$ cat src/rtl/rtcb_pkg.sv
package rtcb_pkg;

  localparam int WORD_W    = 16;
  localparam int NFLD      = 7;
  localparam int NBANK     = 2;
  localparam int CTRL_OFS  = 'h00;
  localparam int STA_OFS   = 'h02;
  localparam int EN_OFS    = 'h04;
  localparam int TIME_OFS  = 'h0A;
  localparam int ALARM_OFS = 'h18;
  localparam int TRIG_OFS  = 'h3C;
  localparam int BUSY_BIT  = 6;

  typedef struct packed {
    logic [6:0] year;
    logic [3:0] mon;
    logic [2:0] dow;
    logic [4:0] dom;
    logic [4:0] hour;
    logic [5:0] min;
    logic [5:0] sec;
  } cal_t;

  localparam cal_t CAL_RST = '{year: 7'd0, mon: 4'd1, dow: 3'd0, dom: 5'd1,
                               hour: 5'd0, min: 6'd0, sec: 6'd0};

  function automatic logic [4:0] month_days(logic [3:0] mon, logic [6:0] year);
    case (mon)
      4'd4, 4'd6, 4'd9, 4'd11: return 5'd30;
      4'd2:                    return (year[1:0] == 2'b00) ? 5'd29 : 5'd28;
      default:                 return 5'd31;
    endcase
  endfunction

  function automatic cal_t cal_put(cal_t c, int f, logic [WORD_W-1:0] d);
    cal_t n = c;
    case (f)
      0: n.sec  = d[5:0];
      1: n.min  = d[5:0];
      2: n.hour = d[4:0];
      3: n.dom  = d[4:0];
      4: n.dow  = d[2:0];
      5: n.mon  = d[3:0];
      default: n.year = d[6:0];
    endcase
    return n;
  endfunction

  function automatic logic [WORD_W-1:0] cal_get(cal_t c, int f);
    case (f)
      0: return {10'd0, c.sec};
      1: return {10'd0, c.min};
      2: return {11'd0, c.hour};
      3: return {11'd0, c.dom};
      4: return {13'd0, c.dow};
      5: return {12'd0, c.mon};
      default: return {9'd0, c.year};
    endcase
  endfunction

  function automatic cal_t cal_step(cal_t c);
    cal_t n = c;
    if (c.sec != 6'd59) n.sec = c.sec + 6'd1;
    else begin
      n.sec = 6'd0;
      if (c.min != 6'd59) n.min = c.min + 6'd1;
      else begin
        n.min = 6'd0;
        if (c.hour != 5'd23) n.hour = c.hour + 5'd1;
        else begin
          n.hour = 5'd0;
          n.dow  = (c.dow >= 3'd6) ? 3'd0 : c.dow + 3'd1;
          if (c.dom < month_days(c.mon, c.year)) n.dom = c.dom + 5'd1;
          else begin
            n.dom = 5'd1;
            if (c.mon >= 4'd12) begin
              n.mon  = 4'd1;
              n.year = c.year + 7'd1;
            end else n.mon = c.mon + 4'd1;
          end
        end
      end
    end
    return n;
  endfunction

endpackage

$ cat src/rtl/rtcb_commit.sv
module rtcb_commit
  import rtcb_pkg::*;
#(
  parameter int ADDR_W   = 6,
  parameter int DATA_W   = WORD_W,
  parameter int BUSY_CYC = 4
) (
  input  logic              clk,
  input  logic              rst_n,
  input  logic              wr_en,
  input  logic [ADDR_W-1:0] wr_addr,
  input  logic [DATA_W-1:0] wr_data,
  output logic              busy,
  output logic              trig_ok,
  output logic              commit_fire
);
  localparam int CNT_W = $clog2(BUSY_CYC + 1);

  logic [CNT_W-1:0] cnt_q;

  assign busy        = (cnt_q != '0);
  assign commit_fire = (cnt_q == CNT_W'(1));
  assign trig_ok     = wr_en && !busy && (wr_addr == ADDR_W'(TRIG_OFS)) &&
                       (wr_data == DATA_W'(1));

  always_ff @(posedge clk) begin
    if (!rst_n)       cnt_q <= '0;
    else if (trig_ok) cnt_q <= CNT_W'(BUSY_CYC);
    else if (busy)    cnt_q <= cnt_q - CNT_W'(1);
  end

  p_trig_busy_r4: assert property (@(posedge clk) disable iff (!rst_n)
    trig_ok |=> busy);
  p_fire_clears_r4: assert property (@(posedge clk) disable iff (!rst_n)
    commit_fire |=> !busy);
  p_no_retrig_r5: assert property (@(posedge clk) disable iff (!rst_n)
    (busy && !commit_fire) |=> busy);

endmodule

$ cat src/rtl/rtcb_stage.sv
module rtcb_stage
  import rtcb_pkg::*;
#(
  parameter int ADDR_W = 6,
  parameter int DATA_W = WORD_W
) (
  input  logic              clk,
  input  logic              rst_n,
  input  logic              wr_en,
  input  logic [ADDR_W-1:0] wr_addr,
  input  logic [DATA_W-1:0] wr_data,
  input  logic              busy,
  output cal_t              stg_time,
  output cal_t              stg_alarm
);
  cal_t stg_q [NBANK];

  for (genvar b = 0; b < NBANK; b++) begin : g_bank
    localparam int BASE = (b == 0) ? TIME_OFS : ALARM_OFS;
    int   off;
    logic hit;

    always_comb begin
      off = int'(wr_addr) - BASE;
      hit = wr_en && !busy && !wr_addr[0] && (off >= 0) && (off < 2 * NFLD);
    end

    always_ff @(posedge clk) begin
      if (!rst_n)   stg_q[b] <= CAL_RST;
      else if (hit) stg_q[b] <= cal_put(stg_q[b], off / 2, wr_data);
    end

    p_stage_hold_r5: assert property (@(posedge clk) disable iff (!rst_n)
      busy |=> $stable(stg_q[b]));
  end

  assign stg_time  = stg_q[0];
  assign stg_alarm = stg_q[1];

endmodule

$ cat src/rtl/rtcb_calendar.sv
module rtcb_calendar
  import rtcb_pkg::*;
(
  input  logic clk,
  input  logic rst_n,
  input  logic tick,
  input  logic load,
  input  cal_t load_val,
  output cal_t now
);
  always_ff @(posedge clk) begin
    if (!rst_n)    now <= CAL_RST;
    else if (load) now <= load_val;
    else if (tick) now <= cal_step(now);
  end

  p_load_wins_r6: assert property (@(posedge clk) disable iff (!rst_n)
    load |=> (now == $past(load_val)));
  p_sec_adv_r7: assert property (@(posedge clk) disable iff (!rst_n)
    (tick && !load && now.sec < 6'd59) |=> (now.sec == $past(now.sec) + 6'd1));
  p_idle_hold_r7: assert property (@(posedge clk) disable iff (!rst_n)
    (!tick && !load) |=> $stable(now));

endmodule

$ cat src/rtl/rtcb_bank.sv
module rtcb_bank
  import rtcb_pkg::*;
#(
  parameter int ADDR_W   = 6,
  parameter int DATA_W   = WORD_W,
  parameter int BUSY_CYC = 4,
  parameter int IRQ_W    = 4
) (
  input  logic              clk,
  input  logic              rst_n,
  input  logic              tick_1s,
  input  logic              bus_we,
  input  logic [ADDR_W-1:0] bus_addr,
  input  logic [DATA_W-1:0] bus_wdata,
  output logic [DATA_W-1:0] bus_rdata,
  input  logic [IRQ_W-1:0]  irq_evt,
  output logic              irq
);
  logic busy, trig_ok, commit_fire;
  cal_t stg_time, stg_alarm, time_now, alarm_live;
  logic [IRQ_W-1:0] sta_q, en_q, sta_clr;
  int   rd_toff, rd_aoff;

  rtcb_commit #(.ADDR_W(ADDR_W), .DATA_W(DATA_W), .BUSY_CYC(BUSY_CYC)) u_commit (
    .clk(clk), .rst_n(rst_n), .wr_en(bus_we), .wr_addr(bus_addr),
    .wr_data(bus_wdata), .busy(busy), .trig_ok(trig_ok), .commit_fire(commit_fire));

  rtcb_stage #(.ADDR_W(ADDR_W), .DATA_W(DATA_W)) u_stage (
    .clk(clk), .rst_n(rst_n), .wr_en(bus_we), .wr_addr(bus_addr),
    .wr_data(bus_wdata), .busy(busy), .stg_time(stg_time), .stg_alarm(stg_alarm));

  rtcb_calendar u_cal (
    .clk(clk), .rst_n(rst_n), .tick(tick_1s), .load(commit_fire),
    .load_val(stg_time), .now(time_now));

  always_ff @(posedge clk) begin
    if (!rst_n)           alarm_live <= CAL_RST;
    else if (commit_fire) alarm_live <= stg_alarm;
  end

  assign sta_clr = (bus_we && bus_addr == ADDR_W'(STA_OFS)) ? bus_wdata[IRQ_W-1:0] : '0;

  always_ff @(posedge clk) begin
    if (!rst_n) begin
      sta_q <= '0;
      en_q  <= '0;
    end else begin
      sta_q <= (sta_q & ~sta_clr) | irq_evt;
      if (bus_we && bus_addr == ADDR_W'(EN_OFS)) en_q <= bus_wdata[IRQ_W-1:0];
    end
  end

  assign irq = |(sta_q & en_q);

  always_comb begin
    rd_toff   = int'(bus_addr) - TIME_OFS;
    rd_aoff   = int'(bus_addr) - ALARM_OFS;
    bus_rdata = '0;
    if (bus_addr == ADDR_W'(CTRL_OFS))     bus_rdata[BUSY_BIT] = busy;
    else if (bus_addr == ADDR_W'(STA_OFS)) bus_rdata = DATA_W'(sta_q);
    else if (bus_addr == ADDR_W'(EN_OFS))  bus_rdata = DATA_W'(en_q);
    else if (!bus_addr[0] && rd_toff >= 0 && rd_toff < 2 * NFLD)
      bus_rdata = cal_get(time_now, rd_toff / 2);
    else if (!bus_addr[0] && rd_aoff >= 0 && rd_aoff < 2 * NFLD)
      bus_rdata = cal_get(alarm_live, rd_aoff / 2);
  end

  p_alarm_commit_r4: assert property (@(posedge clk) disable iff (!rst_n)
    commit_fire |=> (alarm_live == $past(stg_alarm)));
  p_alarm_hold_r3: assert property (@(posedge clk) disable iff (!rst_n)
    !commit_fire |=> $stable(alarm_live));
  p_sta_set_r10: assert property (@(posedge clk) disable iff (!rst_n)
    irq_evt[0] |=> sta_q[0]);
  p_sta_w1c_r10: assert property (@(posedge clk) disable iff (!rst_n)
    (bus_we && bus_addr == ADDR_W'(STA_OFS) && bus_wdata[0] && !irq_evt[0]) |=> !sta_q[0]);

endmodule

$ cat config.mk
export PLATFORM = sky130hd
export DESIGN_NAME = rtcb_bank
export DESIGN_NICKNAME = d
export VERILOG_FILES = /design/src/rtl/rtcb_pkg.sv /design/src/rtl/rtcb_commit.sv /design/src/rtl/rtcb_stage.sv /design/src/rtl/rtcb_calendar.sv /design/src/rtl/rtcb_bank.sv
export SDC_FILE = /design/constraint.sdc
export NUM_CORES = 1
export LEC_CHECK = 0
export BUFFER_PORTS_ARGS = -buffer_cell sky130_fd_sc_hd__buf_2
export CORE_MARGIN = 8
export CORE_UTILIZATION = 45
export DETAILED_ROUTE_END_ITERATION = 6
export PLACE_DENSITY = 0.68
export RECOVER_POWER = 50
export SYNTH_ARGS = -nofsm -noshare
export SYNTH_HDL_FRONTEND = slang
export SYNTH_SLANG_ARGS = --single-unit
$ cat constraint.sdc
create_clock -name clk -period 5.5 [get_ports clk]
set_input_delay 1.1 -clock clk [delete_from_list [all_inputs] [get_ports clk]]
set_output_delay 1.1 -clock clk [all_outputs]
set_load 0.1 [all_outputs]
# Yosys cells after proc, flatten, opt, wreduce, memory -nomap -nowiden
# Memories as Yosys holds them, arrays and structs flattened.
# Index checks and enable logic that the tools add are counted.
[word_totals]
ff_bits = 83
latchBits = 0
ram_bits = 72
romBits = 0
in_bits = 30
out_inout_bits = 17
wordCells = 192
memories = 1
[memory_table]
columns = ["name", "depth", "word_bits", "read_ports", "rd_ports_with_merged_regs", "write_ports", "line", "text"]
rows = [
  ["u_stage.stg_q", 2, 36, 2, 0, 2, "rtcb_stage.sv:16", "cal_t stg_q [NBANK];"],
]
[op_classes]
addsub = 12
multipliers = 0
div = 0
magnitude_cmp = 7
n_eq_ne = 27
shift = 0
n_mux = 84
n_bitwise = 9
n_reduce_logical = 34
[op_table]
columns = ["operator", "n"]
rows = [
  ["two-way mux 36 bit", 4],
  ["== test 32 x 2 -> 1 bit, second input constant", 4],
  ["== test 32 x 3 -> 1 bit, second input constant", 4],
  ["two-way mux 5 bit", 20],
  ["two-way mux 6 bit", 15],
  ["case mux 7 bit (6 select lines)", 2],
  ["adder 32 x 1 -> 32 bit", 2],
  ["== test 32 x 1 -> 1 bit, second input constant", 2],
  ["logical NOT 32 bit", 2],
  ["two-way mux 7 bit", 8],
  ["two-way mux 16 bit", 3],
  ["greater-or-equal comparator 32 x 1 -> 1 bit, second input constant", 1],
  ["less-than comparator 32 x 5 -> 1 bit, second input constant", 1],
  ["two-way mux 4 bit", 8],
  ["two-way mux 30 bit", 1],
  ["two-way mux 3 bit", 9],
  ["two-way mux 24 bit", 1],
  ["two-way mux 19 bit", 1],
  ["== test 16 x 1 -> 1 bit, second input constant", 1],
  ["logical AND 1 bit", 14],
  ["adder 6 x 1 -> 6 bit, second input constant", 2],
  ["inequality test 6 bit, second input constant", 2],
  ["OR reduction 6 bit", 2],
  ["two-way mux 11 bit", 1],
  ["other kinds (42)", 63],
]

# Longest topological paths before layout
[depth]
word_depth = 16
depth_mapped = 17

# Cells and area by module
# From an unflattened synthesis, not the netlist that was laid out.
[hier_totals]
hier_cells = 908
area_unflattened_um2 = 9323.9
[by_module_without_submodules]
columns = ["module", "n_inst", "cells_each", "area_each_um2", "seq_area_each_um2"]
rows = [
  ["rtcb_bank", 1, 383, 3459.6, 880.8],
  ["rtcb_stage", 1, 213, 3289.4, 2162.1],
  ["rtcb_calendar", 1, 283, 2270.9, 720.7],
  ["rtcb_commit", 1, 29, 304.0, 60.1],
]

# Worst setup path after synthesis
# No wires, ideal clock.
[synth_timing]
path_kind = "input-to-output"
from = "input port bus_addr[2]"
to = "output port bus_rdata[4]"
arrival_time_ns = 6.302
required_time_ns = 4.400
setup_slack_ns = -1.902
path_stages = 15
path_cell_list = "buf_6 o21ai_1 and3_1 and2_1 ha_1 ha_1 nor4b_2 o21ai_0 ha_1 nor4b_1 nand4_1 a2111oi_4 buf_6 a21oi_1 o32ai_1"
[synth_between]
elab_chain_cells = 10
elab_cells_between_ends = 36
[synth_lines]
columns = ["item", "line", "text"]
rows = [
  ["start, declared", "rtcb_bank.sv:13", "input logic [ADDR_W-1:0] bus_addr,"],
  ["subtractor 6 x 5 -> 7 bit", "rtcb_bank.sv:57", "rd_aoff = int'(bus_addr) - ALARM_OFS;"],
  ["AND 1 bit (no source line)", "-", ""],
  ["adder 32 x 1 -> 32 bit (no source line)", "-", ""],
  ["== test 32 x 3 -> 1 bit, or another cell as far along", "rtcb_pkg.sv:50", "case (f)"],
  ["case mux 7 bit (6 select lines)", "rtcb_pkg.sv:50", ""],
  ["two-way mux 7 bit", "rtcb_bank.sv:64", "else if (!bus_addr[0] && rd_aoff >= 0 && rd_aoff < 2 * NFLD)"],
  ["two-way mux 16 bit", "rtcb_bank.sv:62", "else if (!bus_addr[0] && rd_toff >= 0 && rd_toff < 2 * NFLD)"],
  ["two-way mux 16 bit", "rtcb_bank.sv:61", "else if (bus_addr == ADDR_W'(EN_OFS)) bus_rdata = DATA_W'(en_q);"],
  ["two-way mux 16 bit", "rtcb_bank.sv:60", "else if (bus_addr == ADDR_W'(STA_OFS)) bus_rdata = DATA_W'(sta_q);"],
  ["two-way mux 6 bit (*)", "rtcb_bank.sv:59", "if (bus_addr == ADDR_W'(CTRL_OFS)) bus_rdata[BUSY_BIT] = busy;"],
  ["end, declared", "rtcb_bank.sv:15", "output logic [DATA_W-1:0] bus_rdata,"],
]
# Mark *: on every way between the ends. The rest lies on a longest branch, timed or not.

# Final worst setup path
[layout_timing]
from = "input port bus_addr[4]"
to = "output port bus_rdata[1]"
# Same word-level chain as after synthesis.

==> results.md <==
- Status: finished, violations left
- Violated checks: max-capacitance violations, max-slew violations
- Slew margin rel.: -89.2%
- Register bit count reported by yosys: 155
- Clock Latency Late Sink: 0.43 ns
- H-Tree Depth: 4
- Worst hold margin: 0.454 ns
- Violation count after the first detailed-route iteration: 650
- IO Count: 47
- Leading post-synthesis cells by cell area: edfxtp_1, dfxtp_1, nand2_1
- Wire length of the first global-routing pass: 34200 µm
- Post-DP HPWL: 14700 µm
- Port bufs: 37
- Fraction of layout instances using a drive strength above 1: 17.2%
- Residual DRC count: 0
- Post-DRT Antenna Nets: 0
- Worst Reg-to-Reg Cells: 7
- Worst clock skew: 0.0167 ns
- Power per cell area: 385 mW/mm²
- Number of library cell types mapped by synthesis: 78
- Async S/R FF share, synth: 0%
- Max-cap violations: 3
- Leakage Power: 3.41 nW
- Final layout net count: 955
- Synth-to-Final Area Change: 17.5%
- Worst setup SP type: input pin
- Quantity of hold-fixing buffers added after cts: 0
- Peak supply drop: 0.000235 V
- Number of max-slew violations in the final report: 153
- 1st-pass router iterations: 5
- Count of placed standard cells in the final layout, fillers left out: 1130
- Vias/cell: 5.80
- CP required: 4.40 ns
- Main flop type after synthesis: dfxtp_1
- Total via count after detailed routing: 6555
- Number of filler cells placed in the layout: 1591
- Final core utilization: 53.2%
- Fmax achieved: 185 MHz
- Global-route usage over all layers: 19.6%
- Worst Path Arrival: 4.31 ns
- Vertical die dimension: 150 µm
- Number of cells after detailed placement: 1096
- Total inserted antenna cells: 0
- Number of cells traversed by the worst hold path: 2
- CP Capture Type: output port
- Transition time of the tightest slew-check pin: 2.84 ns
- Die Wd: 150 µm
- Worst setup margin: 0.0926 ns
- Min Clock Period, post-route: 5.41 ns
- Placement-stage worst setup slack: 0.00538 ns
- CP Class: input pin to output port
- Placeable Area: 0.0177 mm²
- Top cell type by total area after synthesis: edfxtp_1
- Cells after synthesis: 839
- Via count of the first global-routing pass: 6272
- Total Routed Length: 21300 µm
- Total CTS buffers: 17
- Final-report setup violation count: 0
- Yosys synthesis warning count: 0
- Maximum number of pins on one net before global-route repair: 56
- Setup TNS: 0 ns
- Post-synth EDFFs: 72
- Starting density of the core: 45.3%
- Post-route fraction of the period consumed by the critical path: 98.3%
- Part of the Yosys area used for sequential elements: 47.7%
- Hold violation total from the final report: 0
- Post-DR wirelength/cell: 18.8 µm
- Sinks on Clock Net: 155
- Global route total overflow: 0
- Clock transition at path regs: 0.07 ns
- Area fraction of the dominant cell type after synthesis: 27.0%
- Clock tree from TritonCTS: done
- Global placer's final weighted congestion: 0.846
- Summed instance area of the synthesized netlist: 0.00802 mm²
- Average cell area after synthesis: 9.56 µm²
- Path type of the worst min-delay path: flop to flop
- Critical path fanouts, max: 5
- Clock root buffer: clkbuf_16
- Floorplan die area: 0.0224 mm²
- Initial antenna violation count: 0
- Maximum count of clock buffers along a single path: 2
- Standard-cell row count: 49
-- registers in the layout, summed over array words and instances (netlist names) --
| name | cells |
|---|---|
| u_cal.now | 36 |
| u_stage.stg_q | 72 |
| sta_q | 4 |
| en_q | 4 |
| alarm_live | 36 |
| u_commit.cnt_q | 3 |
-- worst max-delay path: stages --
cell and delay (ns):
buf_2 0.15, inv_1 0.09, and3_2 0.21, and2_4 0.16
ha_4 0.17, ha_4 0.16, nor4b_4 0.13, buf_4 0.14
buf_4 0.13, or4_4 0.54, a2111oi_4 0.40, nand2_2 0.16
a221o_1 0.34, o211ai_1 0.15, clkbuf_16 0.27
-- cell families after synthesis --
group | count (synthesis) | synth area share [%]
AND/OR/NAND/NOR | 332 | 20.3
AO/OA/AOI/OAI | 201 | 16.7
flip-flops | 155 | 47.7
buffers and inverters | 77 | 4.38
adder cells (fa/ha/maj) | 37 | 5.77
multiplexers | 21 | 3.35
XOR/XNOR | 15 | 1.83
other | 1 | 0.0467
-- timing repair --
action,4_1_cts,5_1_grt
gates resized for setup,0,24
endpoints found under the setup margin,1,6
pin swaps,1,6
setup buffers,0,2
-- layout make-up --
class | instances | area (µm²) | share of cell area [%]
Clock buffer | 21 | 450 | 4.78
Clock inverter | 11 | 111 | 1.18
Inverter | 22 | 82.6 | 0.876
Multi-Input combinational cell | 615 | 4090 | 43.4
Sequential cell | 155 | 3820 | 40.6
Tap cell | 229 | 287 | 3.04
Timing Repair Buffer | 77 | 581 | 6.16
-- path summary, 6_finish.rpt --
path,startpoint,to,slack (ns)
worst max-delay path,bus_addr[4],bus_rdata[1],0.09
worst min-delay path,alarm_live[21],alarm_live[21],0.45
worst max register to register,u_commit.cnt_q[1],u_cal.now[9],1.33
worst min register to register,alarm_live[21],alarm_live[21],0.45
-- synthesized netlist by cell type (4+ instances only) --
master    instances
nand2_1         131
dfxtp_1          83
edfxtp_1         72
nor2_1           56
a21oi_1          55
o21ai_0          42
nand3_1          40
ha_1             37
clkbuf_1         27
and2_1           22
inv_1            21
nor3_1           12
a211oi_1         11
buf_4            11
a21boi_0         10
buf_1            10
mux2i_1          10
xnor2_1          10
nor2b_1           9
o211ai_1          9
nor4_1            8
o22ai_1           8
mux2_2            7
nand2b_1          7
a22oi_1           6
a311oi_1          6
a31oi_1           6
and3_1            6
nand4_1           6
a221o_1           5
buf_2             5
or3_1             5
a221oi_1          4
mux4_2            4
nor3b_1           4
o31ai_1           4
-- through the flow --
stage | total power, mW | instance area (µm²)
after global placement | 2.49 | 8790
after floorplan | 2.23 | 8240
after detailed placement | 2.50 | 8790
after global routing | 3.83 | 9430
after CTS | 3.63 | 9350
final | 3.63 | 9430
-- cell usage in the layout, fill, tap and decap left out, drive strengths merged, types with 5 or more instances in the layout --
| cell | n |
|---|---|
| or3 | 5 |
| nor4 | 8 |
| edfxtp | 72 |
| nand3 | 40 |
| inv | 25 |
| dfxtp | 83 |
| nand2 | 133 |
| a31oi | 6 |
| o21ai | 45 |
| a311oi | 6 |
| buf | 67 |
| a21boi | 10 |
| a22oi | 6 |
| and2 | 22 |
| clkbuf | 31 |
| nand2b | 7 |
| nor2b | 10 |
| conb | 9 |
| nor3 | 14 |
| nand4 | 6 |
| a221o | 5 |
| and3 | 6 |
| nor2 | 56 |
| mux2i | 10 |
| mux2 | 7 |
| o211ai | 9 |
| xnor2 | 11 |
| ha | 37 |
| o22ai | 8 |
| a21oi | 56 |
| a211oi | 12 |
-- power breakdown --
group          leakage [nW]  internal, mW  switching (mW)  total [mW]
clock                 0.265         0.641           0.488        1.13
combinational          1.73         0.354           0.588       0.942
sequential             1.41          1.38           0.178        1.56
total                  3.41          2.38            1.25        3.63
-- metal layers --
layer | vias up | wire length, µm | GRT usage [%] | part of all wire [%]
met5 | - | 0 | 0 | 0
met4 | 0 | 415 | 7.32 | 2.0
met3 | 33 | 1250 | 3.48 | 5.9
met2 | 231 | 10000 | 31.0 | 47
met1 | 3136 | 9580 | 26.1 | 45
li1 | 3155 | - | - | -
No activity file was read; power rests on OpenSTA's default activity.
